`src/rtl/ipi_core_bank.sv`:
```
module ipi_core_bank #(
  parameter int ADDR_W     = 12,
  parameter int DATA_W     = 32,
  parameter int MBOX_WORDS = 8,
  parameter int VEC_W      = $clog2(DATA_W)
) (
  input  logic              clk,
  input  logic              rst_n,
  input  logic              bus_req,
  input  logic              bus_we,
  input  logic [ADDR_W-1:0] bus_addr,
  input  logic [DATA_W-1:0] bus_wdata,
  output logic [DATA_W-1:0] bus_rdata,
  output logic              bus_rvalid,
  input  logic              post_valid,
  input  logic [VEC_W-1:0]  post_vec,
  output logic              irq
);

  localparam logic [7:0] OFF_STATUS = 8'h00;
  localparam logic [7:0] OFF_MASK   = 8'h04;
  localparam logic [7:0] OFF_SET    = 8'h08;
  localparam logic [7:0] OFF_CLR    = 8'h0C;
  localparam logic [7:0] MBOX_BASE  = 8'h20;
  localparam int         MBOX_END   = 32 + 4 * MBOX_WORDS;
  localparam int         MIDX_W     = $clog2(MBOX_WORDS);

  logic [DATA_W-1:0] status, mask;
  logic [DATA_W-1:0] mbox [MBOX_WORDS];
  logic [DATA_W-1:0] status_nx, set_bits, clr_bits, rd_mux;
  logic              irq_nx;

  wire [7:0]        off     = bus_addr[7:0];
  wire              wr      = bus_req && bus_we;
  wire              rd      = bus_req && !bus_we;
  wire              in_mbox = (off >= MBOX_BASE) && (int'(off) < MBOX_END);
  wire [7:0]        mb_off  = off - MBOX_BASE;
  wire [MIDX_W-1:0] mb_idx  = mb_off[MIDX_W+1:2];
  wire              set_evt = post_valid || (wr && off == OFF_SET);
  wire              clr_evt = wr && off == OFF_CLR;

  assign set_bits  = ((wr && off == OFF_SET) ? bus_wdata : '0)
                   | (post_valid ? (DATA_W'(1) << post_vec) : '0);
  assign clr_bits  = clr_evt ? bus_wdata : '0;
  assign status_nx = (status & ~clr_bits) | set_bits;

  always_comb begin
    irq_nx = irq;
    if (set_evt && |(status_nx & mask))
      irq_nx = 1'b1;
    else if (clr_evt && status_nx == '0 && |mask)
      irq_nx = 1'b0;
  end

  always_comb begin
    rd_mux = '0;
    if (off == OFF_STATUS)    rd_mux = status;
    else if (off == OFF_MASK) rd_mux = mask;
    else if (in_mbox)         rd_mux = mbox[mb_idx];
  end

  always_ff @(posedge clk) begin
    if (!rst_n) begin
      status     <= '0;
      mask       <= '0;
      irq        <= 1'b0;
      bus_rvalid <= 1'b0;
      bus_rdata  <= '0;
      for (int i = 0; i < MBOX_WORDS; i++) mbox[i] <= '0;
    end else begin
      status     <= status_nx;
      irq        <= irq_nx;
      bus_rvalid <= rd;
      bus_rdata  <= rd ? rd_mux : '0;
      if (wr && off == OFF_MASK) mask <= bus_wdata;
      if (wr && in_mbox)         mbox[mb_idx] <= bus_wdata;
    end
  end

  AST_READ_LATENCY: assert property (@(posedge clk) disable iff (!rst_n)
    rd |=> bus_rvalid);
  AST_STATUS_RO: assert property (@(posedge clk) disable iff (!rst_n)
    (wr && off == OFF_STATUS && !post_valid) |=> $stable(status));
  AST_MASK_KEEPS_IRQ: assert property (@(posedge clk) disable iff (!rst_n)
    (wr && off == OFF_MASK && !post_valid) |=> $stable(irq));
  AST_SET_ORS: assert property (@(posedge clk) disable iff (!rst_n)
    (wr && off == OFF_SET) |=> ((($past(status) | $past(bus_wdata)) & ~status) == '0));
  AST_IRQ_RISE_CAUSE: assert property (@(posedge clk) disable iff (!rst_n)
    $rose(irq) |-> $past(set_evt));
  AST_CLR_BITS: assert property (@(posedge clk) disable iff (!rst_n)
    (clr_evt && !post_valid) |=> ((status & $past(bus_wdata)) == '0));
  AST_IRQ_FALL_CAUSE: assert property (@(posedge clk) disable iff (!rst_n)
    $fell(irq) |-> (status == '0 && $past(clr_evt)));
  AST_PORT_READ_ZERO: assert property (@(posedge clk) disable iff (!rst_n)
    (rd && (off == OFF_SET || off == OFF_CLR)) |=> (bus_rdata == '0));
  AST_POST_SETS_BIT: assert property (@(posedge clk) disable iff (!rst_n)
    post_valid |=> status[$past(post_vec)]);

endmodule

```
`config.mk`:
```
export PLATFORM = sky130hd
export DESIGN_NAME = ipi_core_bank
export DESIGN_NICKNAME = d
export VERILOG_FILES = /design/src/rtl/ipi_core_bank.sv
export SDC_FILE = /design/constraint.sdc
export NUM_CORES = 1
export LEC_CHECK = 0
export ABC_AREA = 1
export BUFFER_PORTS_ARGS = -buffer_cell sky130_fd_sc_hd__buf_2
export CORE_MARGIN = 2
export CORE_UTILIZATION = 61
export DETAILED_ROUTE_END_ITERATION = 6
export PLACE_DENSITY_LB_ADDON = 0.15
export SYNTH_ARGS = -nofsm -noshare
export SYNTH_HDL_FRONTEND = slang
export SYNTH_SLANG_ARGS = --single-unit
```
`constraint.sdc`:
```
create_clock -name clk -period 3.13 [get_ports clk]
set_input_delay 0.313 -clock clk [delete_from_list [all_inputs] [get_ports clk]]
set_output_delay 0.313 -clock clk [all_outputs]
set_load 0.05 [all_outputs]
```
==> impl_metrics.tcl, run 1 <==
set metrics [dict create \
    crit_type "input pin to flip-flop" \
    num_io_pins 88 \
    final-seq-area_mm2 0.009649 \
    grt_usage_pct 35.12 \
    grt_pass1_vias 11880 \
    synth-xor-area-share_pct 0 \
    vias 12290 \
    r2r_setup_slack_ns 1.53 \
    ant_nets 0 \
    cp-startpoint "bus_we" \
    maxCapViolations 0 \
    area_delta_synth_final_pct 13.21 \
    synthCells 1583 \
    place_hpwl_mm 28.24 \
    grt_max_degree 63 \
    routed_wl_mm 45.37 \
    synth_top_family_by_area "simple AND/OR/NAND/NOR gates" \
    numCtsBuffers 37 \
    ys_ff_latch 354 \
    synth_compound_area_share_pct 13.19 \
    routedWlPerCell_um 22.58 \
    multiInputGateArea_mm2 0.004758 \
    p_leak_uw 0.006587 \
    rr_endpoint "irq" \
    synthAdderAreaFrac_pct 0 \
    clockRootBuffer "clkbuf_16" \
    start_util_pct 62.25 \
    gp_congestion 0.9623 \
    syn_area_mm2 0.01518 \
    postCtsSetupBuffers 0 \
    synth_cell_types 33 \
    tightest_slew_ns 0.9656 \
    worst-path-max-fanout 15 \
    first_iter_violations 1611 \
    outcome "finished clean" \
    cts_sinks 354 \
    fillers 1917 \
    cts_tree "yes" \
    min_period_ns 2.461 \
    antenna_found_initial 1 \
    grt_pass1_wl_mm 68.88 \
    fin_total_pwr_uw 10090 \
    ff2ff_path_depth 11 \
    drive_gt1_share_pct 12.77 \
    cts.path.max_buffers 3 \
    fin_worst_skew_ns 0.01665 \
    slew_viol_final 0 \
    grt_setup_unrepaired "false" \
    fmax_mhz 406.4 \
    grt_overflow_total 0 \
    crit_end "irq" \
    hp-class "input pin to flip-flop" \
    htree_levels 2 \
    clk_pin_slew_worst_paths_ns 0.06 \
    required_ns 3.53 \
    ir_drop_mv 0.5105 \
    power.density_mw_per_mm2 586.8 \
    setup_viol_count_final 0 \
    yosys.area_share.simple_pct 17.99 \
    core.rowCount 57 \
    tns_ns 0 \
    worstPathArrival_ns 2.86 \
    fp.dieW_um 161.8 \
    yosysSeqAreaShare_pct 63.55 \
    die_area_mm2 0.02617 \
    nets 1711 \
    fin_crit_sh_pct 78.62 \
    syn_avg_cell_area_um2 9.591 \
    die_h_um 161.8 \
    core-area_mm2 0.02439 \
    portBuffers 83 \
    syn_nets 1637 \
    yosys_warnings 0 \
    drtPass1Iterations 6 \
    r2r-start "mask[22]" \
    start_kind "input pin" \
    synthMuxAreaShare_pct 0 \
    insertion_delay_ns 0.53 \
    via_per_inst 6.115 \
    drc 0 \
    slew_headroom_pct 35.39 \
    hold_violations 0 \
    end_kind "flip-flop" \
]
synth_stat cells:
cell	n	area share [%]
nor2_1	331	8.2
nand2_1	267	6.6
edfxtp_1	256	51
o22ai_1	124	5.1
dfxtp_1	98	13
o21ai_0	98	3.2
inv_1	78	1.9
clkbuf_1	66	1.6
nand3_1	61	2.0
a21oi_1	60	2.0
a31oi_1	31	1.3
clkinv_1	25	0.62
o21ai_2	15	0.87
nand4_1	14	0.58
buf_1	9	0.22
buf_2	9	0.30
o21ai_1	6	0.20
a21boi_1	5	0.25
inv_2	5	0.12
buf_4	4	0.20
buf_6	3	0.22
nor2_2	3	0.12
nor3_1	3	0.099
a22o_1	2	0.12
nor2_4	2	0.15
a211oi_1	1	0.049
a221oi_1	1	0.058
clkinv_2	1	0.033
nand2_2	1	0.041
nand2_4	1	0.074
nand3_2	1	0.066
nor3_2	1	0.066
o311ai_0	1	0.058
cell usage in the layout (no fill, tap or decap), types with 3 or more instances in the layout:
cell type | synthesis | routed
a21boi_1 | 5 | 5
a21oi_1 | 60 | 60
a31oi_1 | 31 | 31
buf_12 | 0 | 6
buf_2 | 9 | 83
buf_4 | 4 | 36
clkbuf_1 | 66 | 9
clkbuf_16 | 0 | 39
clkinv_1 | 25 | 33
clkinv_2 | 1 | 7
dfxtp_1 | 98 | 98
edfxtp_1 | 256 | 256
inv_1 | 78 | 77
inv_2 | 5 | 6
nand2_1 | 267 | 258
nand2_2 | 1 | 10
nand3_1 | 61 | 61
nand4_1 | 14 | 14
nor2_1 | 331 | 330
nor2_2 | 3 | 4
nor3_1 | 3 | 3
o21ai_0 | 98 | 98
o21ai_1 | 6 | 6
o21ai_2 | 15 | 15
o22ai_1 | 124 | 124
state kept, by name, indices dropped and copies added, names as in the netlist:
register and count:
bus_rdata 32, bus_rvalid 1, irq 1, mask 32, mbox 256, status 32
per-layer routing:
layer	vias up	GRT usage (%)	routed length (um)	share of wire, %
li1	5617	-	-	-
met1	5824	48.45	17320	38
met2	717	54.49	20950	46
met3	127	4.341	4389	9.7
met4	0	19.99	2703	6.0
met5	-	0	0	0
metrics by stage:
stage | hold WS, ns | area (um2) | setup slack, ns | utilization, % | instances
after detailed placement | 0.4714 | 16030 | 0.5268 | 65.72 | 1941
final | 0.04215 | 17190 | 0.6691 | 70.47 | 2009
after floorplan | 0.4032 | 15180 | 0.7126 | - | 1583
after global routing | 0.04838 | 17190 | 0.4762 | 70.47 | 2009
after global placement | 0.4623 | 16030 | 0.6186 | 65.72 | 1941
after CTS | 0.03447 | 17190 | 0.7440 | 70.46 | 2008
layout make-up:
class	instances	share of cell area, %
antenna	1	0.01456
clock buffer	48	5.874
clock inverter	18	0.8007
inverter	109	2.388
multi-input combinational	1029	27.68
sequential	354	56.14
tap	324	2.358
timing repair buffer	126	4.746
cells by family after synthesis:
| family | count (synthesis) |
|---|---|
| simple gates | 685 |
| buf+inv | 200 |
| compound gates | 344 |
| flops | 354 |
power by group:
part / total (uW) / internal, uW / switching, uW
sequential: 5250 / 5190 / 52.2
combinational: 628 / 163 / 465
clock: 4210 / 2440 / 1770
worst max-delay path: stages:
cell,delay [ns]
dlygate4sd3_1,0.52
buf_2,0.10
nand2_1,0.15
inv_2,0.19
nand3_2,0.11
nor2_4,0.41
nand2_1,0.10
nand2_1,0.10
inv_1,0.04
nor2_1,0.14
nand2_1,0.07
nor2_1,0.21
nand2_1,0.08
nor2_1,0.11
nand3_1,0.08
nand2_1,0.07
a21oi_1,0.06
timing repair:
action,in CTS,in global routing
hold buffers,1,0
resized for setup,0,0
endpoints found under the hold margin,1,0
worst min path at each step:
| stage | cells after the start | slack, ns | end | start |
|---|---|---|---|---|
| floorplan | 1 | 0.40 | bus_rvalid | bus_we |
| global placement | 2 | 0.46 | status[4] | status[4] |
| detailed placement | 2 | 0.47 | irq | irq |
| CTS | 3 | 0.03 | bus_rvalid | bus_req |
| global route | 3 | 0.05 | bus_rvalid | bus_req |
| finish | 3 | 0.04 | bus_rvalid | bus_req |
Note: power is estimated with default switching activity, not from simulation.
==> inputs of run 2 (changes only) <==
==> constraint.sdc (replaced) <==
create_clock -name clk -period 2.5 [get_ports clk]
set_input_delay 0.25 -clock clk [delete_from_list [all_inputs] [get_ports clk]]
set_output_delay 0.25 -clock clk [all_outputs]
set_load 0.05 [all_outputs]
==> run 2 against run 1 <==
Compared with the run above:
- sequential share of layout area down 0.77 points
- register-to-register slack lost 0.72 ns
- sequential cell count unchanged
- non-clock buffer count is 19 higher
- sequential power rose by 25%
- clock power grew 30%
- global-route usage rose by 0.63 points
- clock-buffer cell count rose by 1
- combinational power grew 29%
- critical path depth is the same
- final cell count rose by 0.85%
- largest cell class unchanged
==> impl_metrics.tcl, run 2 (same netlist as run 1, synthesis figures left out) <==
set metrics [dict create \
    outcome "finished clean" \
    fin_worst_skew_ns 0.01875 \
    power_frac_seq_pct 51.1 \
    tns_ns 0 \
    p_leak_uw 0.006710 \
    min_period_ns 2.281 \
    worstPathArrival_ns 2.68 \
    end_kind "flip-flop" \
    r2r_setup_slack_ns 0.81 \
    layout_commonest_cell "nor2_1" \
    cts_sinks 354 \
    setup_viol_count_final 0 \
    regMostFlops "mbox" \
    slew_viol_final 0 \
    grt_overflow_total 0 \
    dp_cells 1959 \
    fp.dieW_um 161.8 \
    core-area_mm2 0.02439 \
    postCtsSetupBuffers 0 \
    htree_levels 2 \
    numCtsBuffers 38 \
    required_ns 2.90 \
    num_io_pins 88 \
    start_kind "input pin" \
    maxCapViolations 0 \
    ant_nets 0 \
    portBuffers 83 \
    power_frac_comb_pct 6.3 \
    drive_gt1_share_pct 13.81 \
    area_delta_synth_final_pct 14.78 \
    slew_headroom_pct 33.99 \
    clk_pin_slew_worst_paths_ns 0.06 \
    drc 0 \
    routed_wl_mm 46.66 \
    vias 12510 \
    clockPowerShare_pct 42.5 \
    grt_pass1_vias 11810 \
    hold_violations 0 \
    p_sw_share_pct 22.54 \
    power.internal_uw 9956 \
    grt_setup_unrepaired "false" \
    insertion_delay_ns 0.53 \
    hp-class "input pin to flip-flop" \
    power.density_mw_per_mm2 737.5 \
    grt_pass1_wl_mm 69.77 \
    gp_congestion 0.9705 \
    fmax_mhz 438.4 \
    largest_register_ffs 256 \
    nets 1731 \
    grt_usage_pct 35.75 \
    mostFrequentLayoutCells "330 x nor2_1, 258 x nand2_1, 256 x edfxtp_1" \
    routedWlPerCell_um 23.03 \
    die_area_mm2 0.02617 \
    insertedDiodeCount 0 \
    die_h_um 161.8 \
    ir_drop_mv 0.6510 \
    cts_tree "yes" \
    place_hpwl_mm 29.10 \
    core.rowCount 57 \
    antenna_found_initial 2 \
    finalNonFillerCells 2026 \
    crit_type "input pin to flip-flop" \
    place_area_mm2 0.01620 \
    final_area_mm2 0.01743 \
    whs_ns 0.03985 \
    clockRootBuffer "clkbuf_16" \
    start_util_pct 62.25 \
    drtPass1Iterations 6 \
    worst-path-max-fanout 11 \
    switchingPower_uw 2897 \
    grt_max_degree 63 \
    cts.path.max_buffers 3 \
    first_iter_violations 1697 \
    tightest_slew_ns 0.9866 \
    via_per_inst 6.176 \
    fin_crit_sh_pct 91.25 \
]
==> run 2: cell count changes in the layout (fill, tap and decap cells not counted), sizes merged <==
cell / previous run / this run
clkinvlp: 0 / 2
inv: 85 / 83
clkbuf: 48 / 49
buf: 125 / 143
clkinv: 40 / 38
diode: 1 / 0
dlygate4sd3: 1 / 2
==> run 2: final cells by class <==
type / instances / area, um2
Tap cell: 324 / 405.4
Timing Repair Buffer: 145 / 998.5
Clock buffer: 49 / 1077
Inverter: 109 / 410.4
Clock inverter: 16 / 127.6
Fill cell: 1858 / 6964
Multi-Input combinational cell: 1029 / 4758
Sequential cell: 354 / 9649
==> run 2: worst max-delay path, stage by stage <==
cell	delay (ns)
dlygate4sd3_1	0.53
buf_2	0.11
nand2_1	0.14
inv_2	0.18
nand3_2	0.10
nor2_4	0.31
nand2_1	0.10
nand2_1	0.09
inv_1	0.04
nor2_1	0.14
nand2_1	0.09
nor2_1	0.21
nand2_1	0.08
nor2_1	0.09
nand3_1	0.07
nand2_1	0.08
a21oi_1	0.06
==> run 2: routing by layer <==
layer	wire [um]	up-vias	GRT usage [%]
met5	26	-	0
met4	1816	4	14.16
met3	5150	107	6.307
met2	21960	805	57.00
met1	17700	5943	49.37
li1	-	5654	-
==> run 2: worst paths after layout <==
| kind | start | to | depth (start not counted) |
|---|---|---|---|
| worst max-delay path | bus_we | irq | 17 |
| worst min-delay path | bus_wdata[26] | mask[26] | 3 |
| worst max register to register | mask[18] | irq | 11 |
| worst min register to register | status[22] | bus_rdata[22] | 2 |
==> run 2: repair_timing <==
| action | 4_1_cts | 5_1_grt |
|---|---|---|
| hold buffers | 2 | 0 |
| gates resized for setup | 0 | 0 |
| hold endpoints to repair | 1 | 0 |
==> run 2: stage by stage <==
stage / util, % / total power [uW] / worst slack, ns
after floorplan: - / 7115 / 0.1456
after global placement: 66.43 / 7453 / 0.1724
after detailed placement: 66.43 / 7482 / 0.1383
after CTS: 71.45 / 12860 / 0.2346
after global routing: 71.45 / 13170 / 0.08590
final: 71.45 / 12850 / 0.2188
==> run 2: power by group through the flow <==
| stage | Sequential [uW] | Combinational, uW | Clock [uW] |
|---|---|---|---|
| 6_report | 6570 | 810 | 5470 |
| 4_1_cts | 6570 | 795 | 5490 |
| 3_3_place_gp | 6680 | 774 | 0 |
| 3_5_place_dp | 6700 | 786 | 0 |
| 5_1_grt | 6590 | 860 | 5710 |
| 2_1_floorplan | 6700 | 419 | 0 |
==> inputs of run 3 (changes only) <==
--- a/config.mk
+++ b/config.mk
@@ -5,7 +5,6 @@
 export SDC_FILE = /design/constraint.sdc
 export NUM_CORES = 1
 export LEC_CHECK = 0
-export ABC_AREA = 1
 export BUFFER_PORTS_ARGS = -buffer_cell sky130_fd_sc_hd__buf_2
 export CORE_MARGIN = 2
 export CORE_UTILIZATION = 61
==> run 3 against run 2 <==
Compared with the run above:
- the run now ends with DRC left
- routed wire length decreased by 12%
- setup slack improved by 0.31 ns
- die area increased by 4.8%
- power increased by 1.9%
- critical path depth decreased by 7
- final cell count decreased by 19%
- synthesized cell count decreased by 23%
- via count decreased by 17%
- critical path type unchanged
- largest cell class unchanged
- largest power group unchanged
==> impl_metrics.tcl, run 3 <==
set metrics [dict create \
    die_area_mm2 0.02744 \
    fin_util_pct 71.74 \
    clk_pin_slew_worst_paths_ns 0.06 \
    drc 3 \
    synth_cell_types 38 \
    routedWlPerCell_um 25.05 \
    power.density_mw_per_mm2 706.3 \
    cts_sinks 354 \
    min_period_ns 1.971 \
    ys_ff_latch 354 \
    die_h_um 165.6 \
    dr_wl_met2_mm 20.47 \
    maxCapViolations 0 \
    r2r-start "mbox[7][6]" \
    place_hpwl_mm 26.20 \
    num_io_pins 88 \
    crit_slowest_cell "a221o_1" \
    core.rowCount 59 \
    syn_nets 1267 \
    cts_resized 0 \
    mostFrequentLayoutCells "290 x and2_1, 256 x edfxtp_1, 98 x dfxtp_1" \
    postCtsSetupBuffers 0 \
    ff2ff_path_depth 4 \
    fin_crit_sh_pct 78.84 \
    synthAdderAreaFrac_pct 0 \
    top_layer "met4" \
    yosys_warnings 0 \
    yosys.area_share.simple_pct 18.21 \
    grt_overflow_total 0 \
    nets 1331 \
    crit_end "irq" \
    dr_wl_met3_mm 3.351 \
    portBuffers 83 \
    numCtsBuffers 37 \
    r2r_setup_slack_ns 0.79 \
    cts_tree "yes" \
    syn_area_mm2 0.01594 \
    crit_chain "buf_2 > nor4bb_4 > buf_12 > and3b_1 > buf_4 > a221o_1 > nor4_1 > nand4_1 > o311ai_1 > o21ai_1" \
    required_ns 2.90 \
    synth_top_area_share_pct 48.24 \
    cp-startpoint "bus_we" \
    tns_ns 0 \
    ant_nets 0 \
    synthCells 1213 \
    grt_pass1_wl_mm 63.89 \
    ctsHoldBuffers 0 \
    synth-xor-area-share_pct 0 \
    insertedDiodeCount 0 \
    cts.path.max_buffers 3 \
    slew_viol_final 0 \
    crit_type "input pin to flip-flop" \
    core-area_mm2 0.02584 \
    fin_total_pwr_uw 13090 \
    drtPass1Iterations 7 \
    postSynth.asyncResetShare_pct 0 \
    syn_avg_cell_area_um2 13.14 \
    fp.dieW_um 165.6 \
    outcome "finished, violations left" \
    grt_pass1_vias 10540 \
    layout_commonest_cell "and2_1" \
    area_delta_synth_final_pct 16.31 \
    synth_top_family_by_area "simple AND/OR/NAND/NOR gates" \
    synthMuxAreaShare_pct 11.31 \
    synth-edff-count 256 \
    grt_setup_unrepaired "false" \
    yosysTopAreaCell "edfxtp_1" \
    yosys-top-cells-count "290 x and2_1, 256 x edfxtp_1, 98 x dfxtp_1" \
    yosysSeqAreaShare_pct 60.55 \
    grt_max_degree 76 \
    synth_most_common_cell "and2_1" \
    worst-path-max-fanout 17 \
    tightest_slew_ns 0.4913 \
    clockRootBuffer "clkbuf_16" \
    hp-class "input pin to flip-flop" \
    insertion_delay_ns 0.52 \
    grt_usage_pct 30.43 \
    hold_violations 0 \
    synth_flop_cell "edfxtp_1" \
    synth_compound_area_share_pct 6.689 \
    regMostFlops "mbox" \
    vias 10350 \
    via_per_inst 6.304 \
    fmax_mhz 507.4 \
    routed_wl_mm 41.11 \
    fin_worst_skew_ns 0.008147 \
    start_util_pct 61.68 \
    p_leak_uw 0.006597 \
    start_kind "input pin" \
    first_iter_violations 1322 \
    ir_drop_mv 0.6399 \
    largest_register_ffs 256 \
    violations "DRC" \
    htree_levels 2 \
    yosys-top-cells-area "edfxtp_1 48%, dfxtp_1 12%, and2_1 11%, mux4_2 9.0%, clkbuf_1 2.3%" \
    worstPathArrival_ns 2.37 \
    rr_endpoint "bus_rdata[6]" \
    slew_headroom_pct 66.94 \
    drive_gt1_share_pct 24.96 \
    cpPeakStageDelay_ns 0.40 \
    gp_congestion 0.9616 \
    end_kind "flip-flop" \
    fillers 1725 \
    wl_met1_mm 16.22 \
    antenna_found_initial 1 \
    setup_viol_count_final 0 \
]
run 3: cell count changes in the layout (fill, tap and decap cells not counted), sizes merged, moves of 60 or more:
cell and change:
o22ai -124, inv -79, nand3 -60, a21oi -60, mux4 +64, and2 +290, nor2 -263, o21ai -111
nand2 -200
run 3: layout make-up:
type                    instances  area (um2)  area share, %
multi-input cells             733        5894          31.80
repair buffers                148        1294          6.979
inverters                       3       11.26        0.06075
clock buffers                  47        1056          5.697
clock inverters                21       212.7          1.147
flip-flops and latches        354        9649          52.06
well taps                     335       419.2          2.261
run 3: report_power, final:
group	switching [uW]	internal (uW)
sequential	61.2	6500
clock	2210	3410
combinational	511	397
total	2780	10300
run 3: per-stage QoR:
step | hold slack, ns | instance area, um2 | setup slack (ns) | instances
floorplan | 0.4590 | 15980 | -0.3866 | 1213
global placement | 0.4966 | 17270 | 0.03687 | 1573
detailed placement | 0.5054 | 17270 | 0.001482 | 1573
CTS | 0.07054 | 18540 | 0.5534 | 1641
global route | 0.09399 | 18540 | 0.3694 | 1641
finish | 0.07606 | 18540 | 0.5291 | 1641
run 3: worst min path at each step:
| stage | start | to | slack [ns] | cells after the start |
|---|---|---|---|---|
| floorplan | post_valid | irq | 0.46 | 2 |
| global placement | mask[1] | mask[1] | 0.50 | 2 |
| finish | bus_wdata[18] | mask[18] | 0.08 | 3 |
| CTS | bus_wdata[25] | mask[25] | 0.07 | 3 |
| global route | bus_wdata[9] | mask[9] | 0.09 | 3 |
| detailed placement | mask[12] | mask[12] | 0.51 | 2 |
run 3: layer usage:
metal | global-route usage, % | vias up
met2 | 51.27 | 477
li1 | - | 4637
met4 | 8.885 | 0
met3 | 4.564 | 80
met1 | 41.64 | 5151
met5 | 0 | -
run 3: cell families (layout without fill, tap and decap cells):
kind of cell           count (synthesis)  in the layout
and+or+nand+nor                      514            514
DFF                                  354            354
buffers and inverters                126            219
AOI/OAI and AO/OA                    123            123
muxes                                 96             96
run 3: worst max-delay path, delay by kind of cell:
family / cells / cell delay (ns)
AOI/OAI and AO/OA: 3 / 0.77
and+or+nand+nor: 4 / 0.88
buffers and inverters: 3 / 0.45
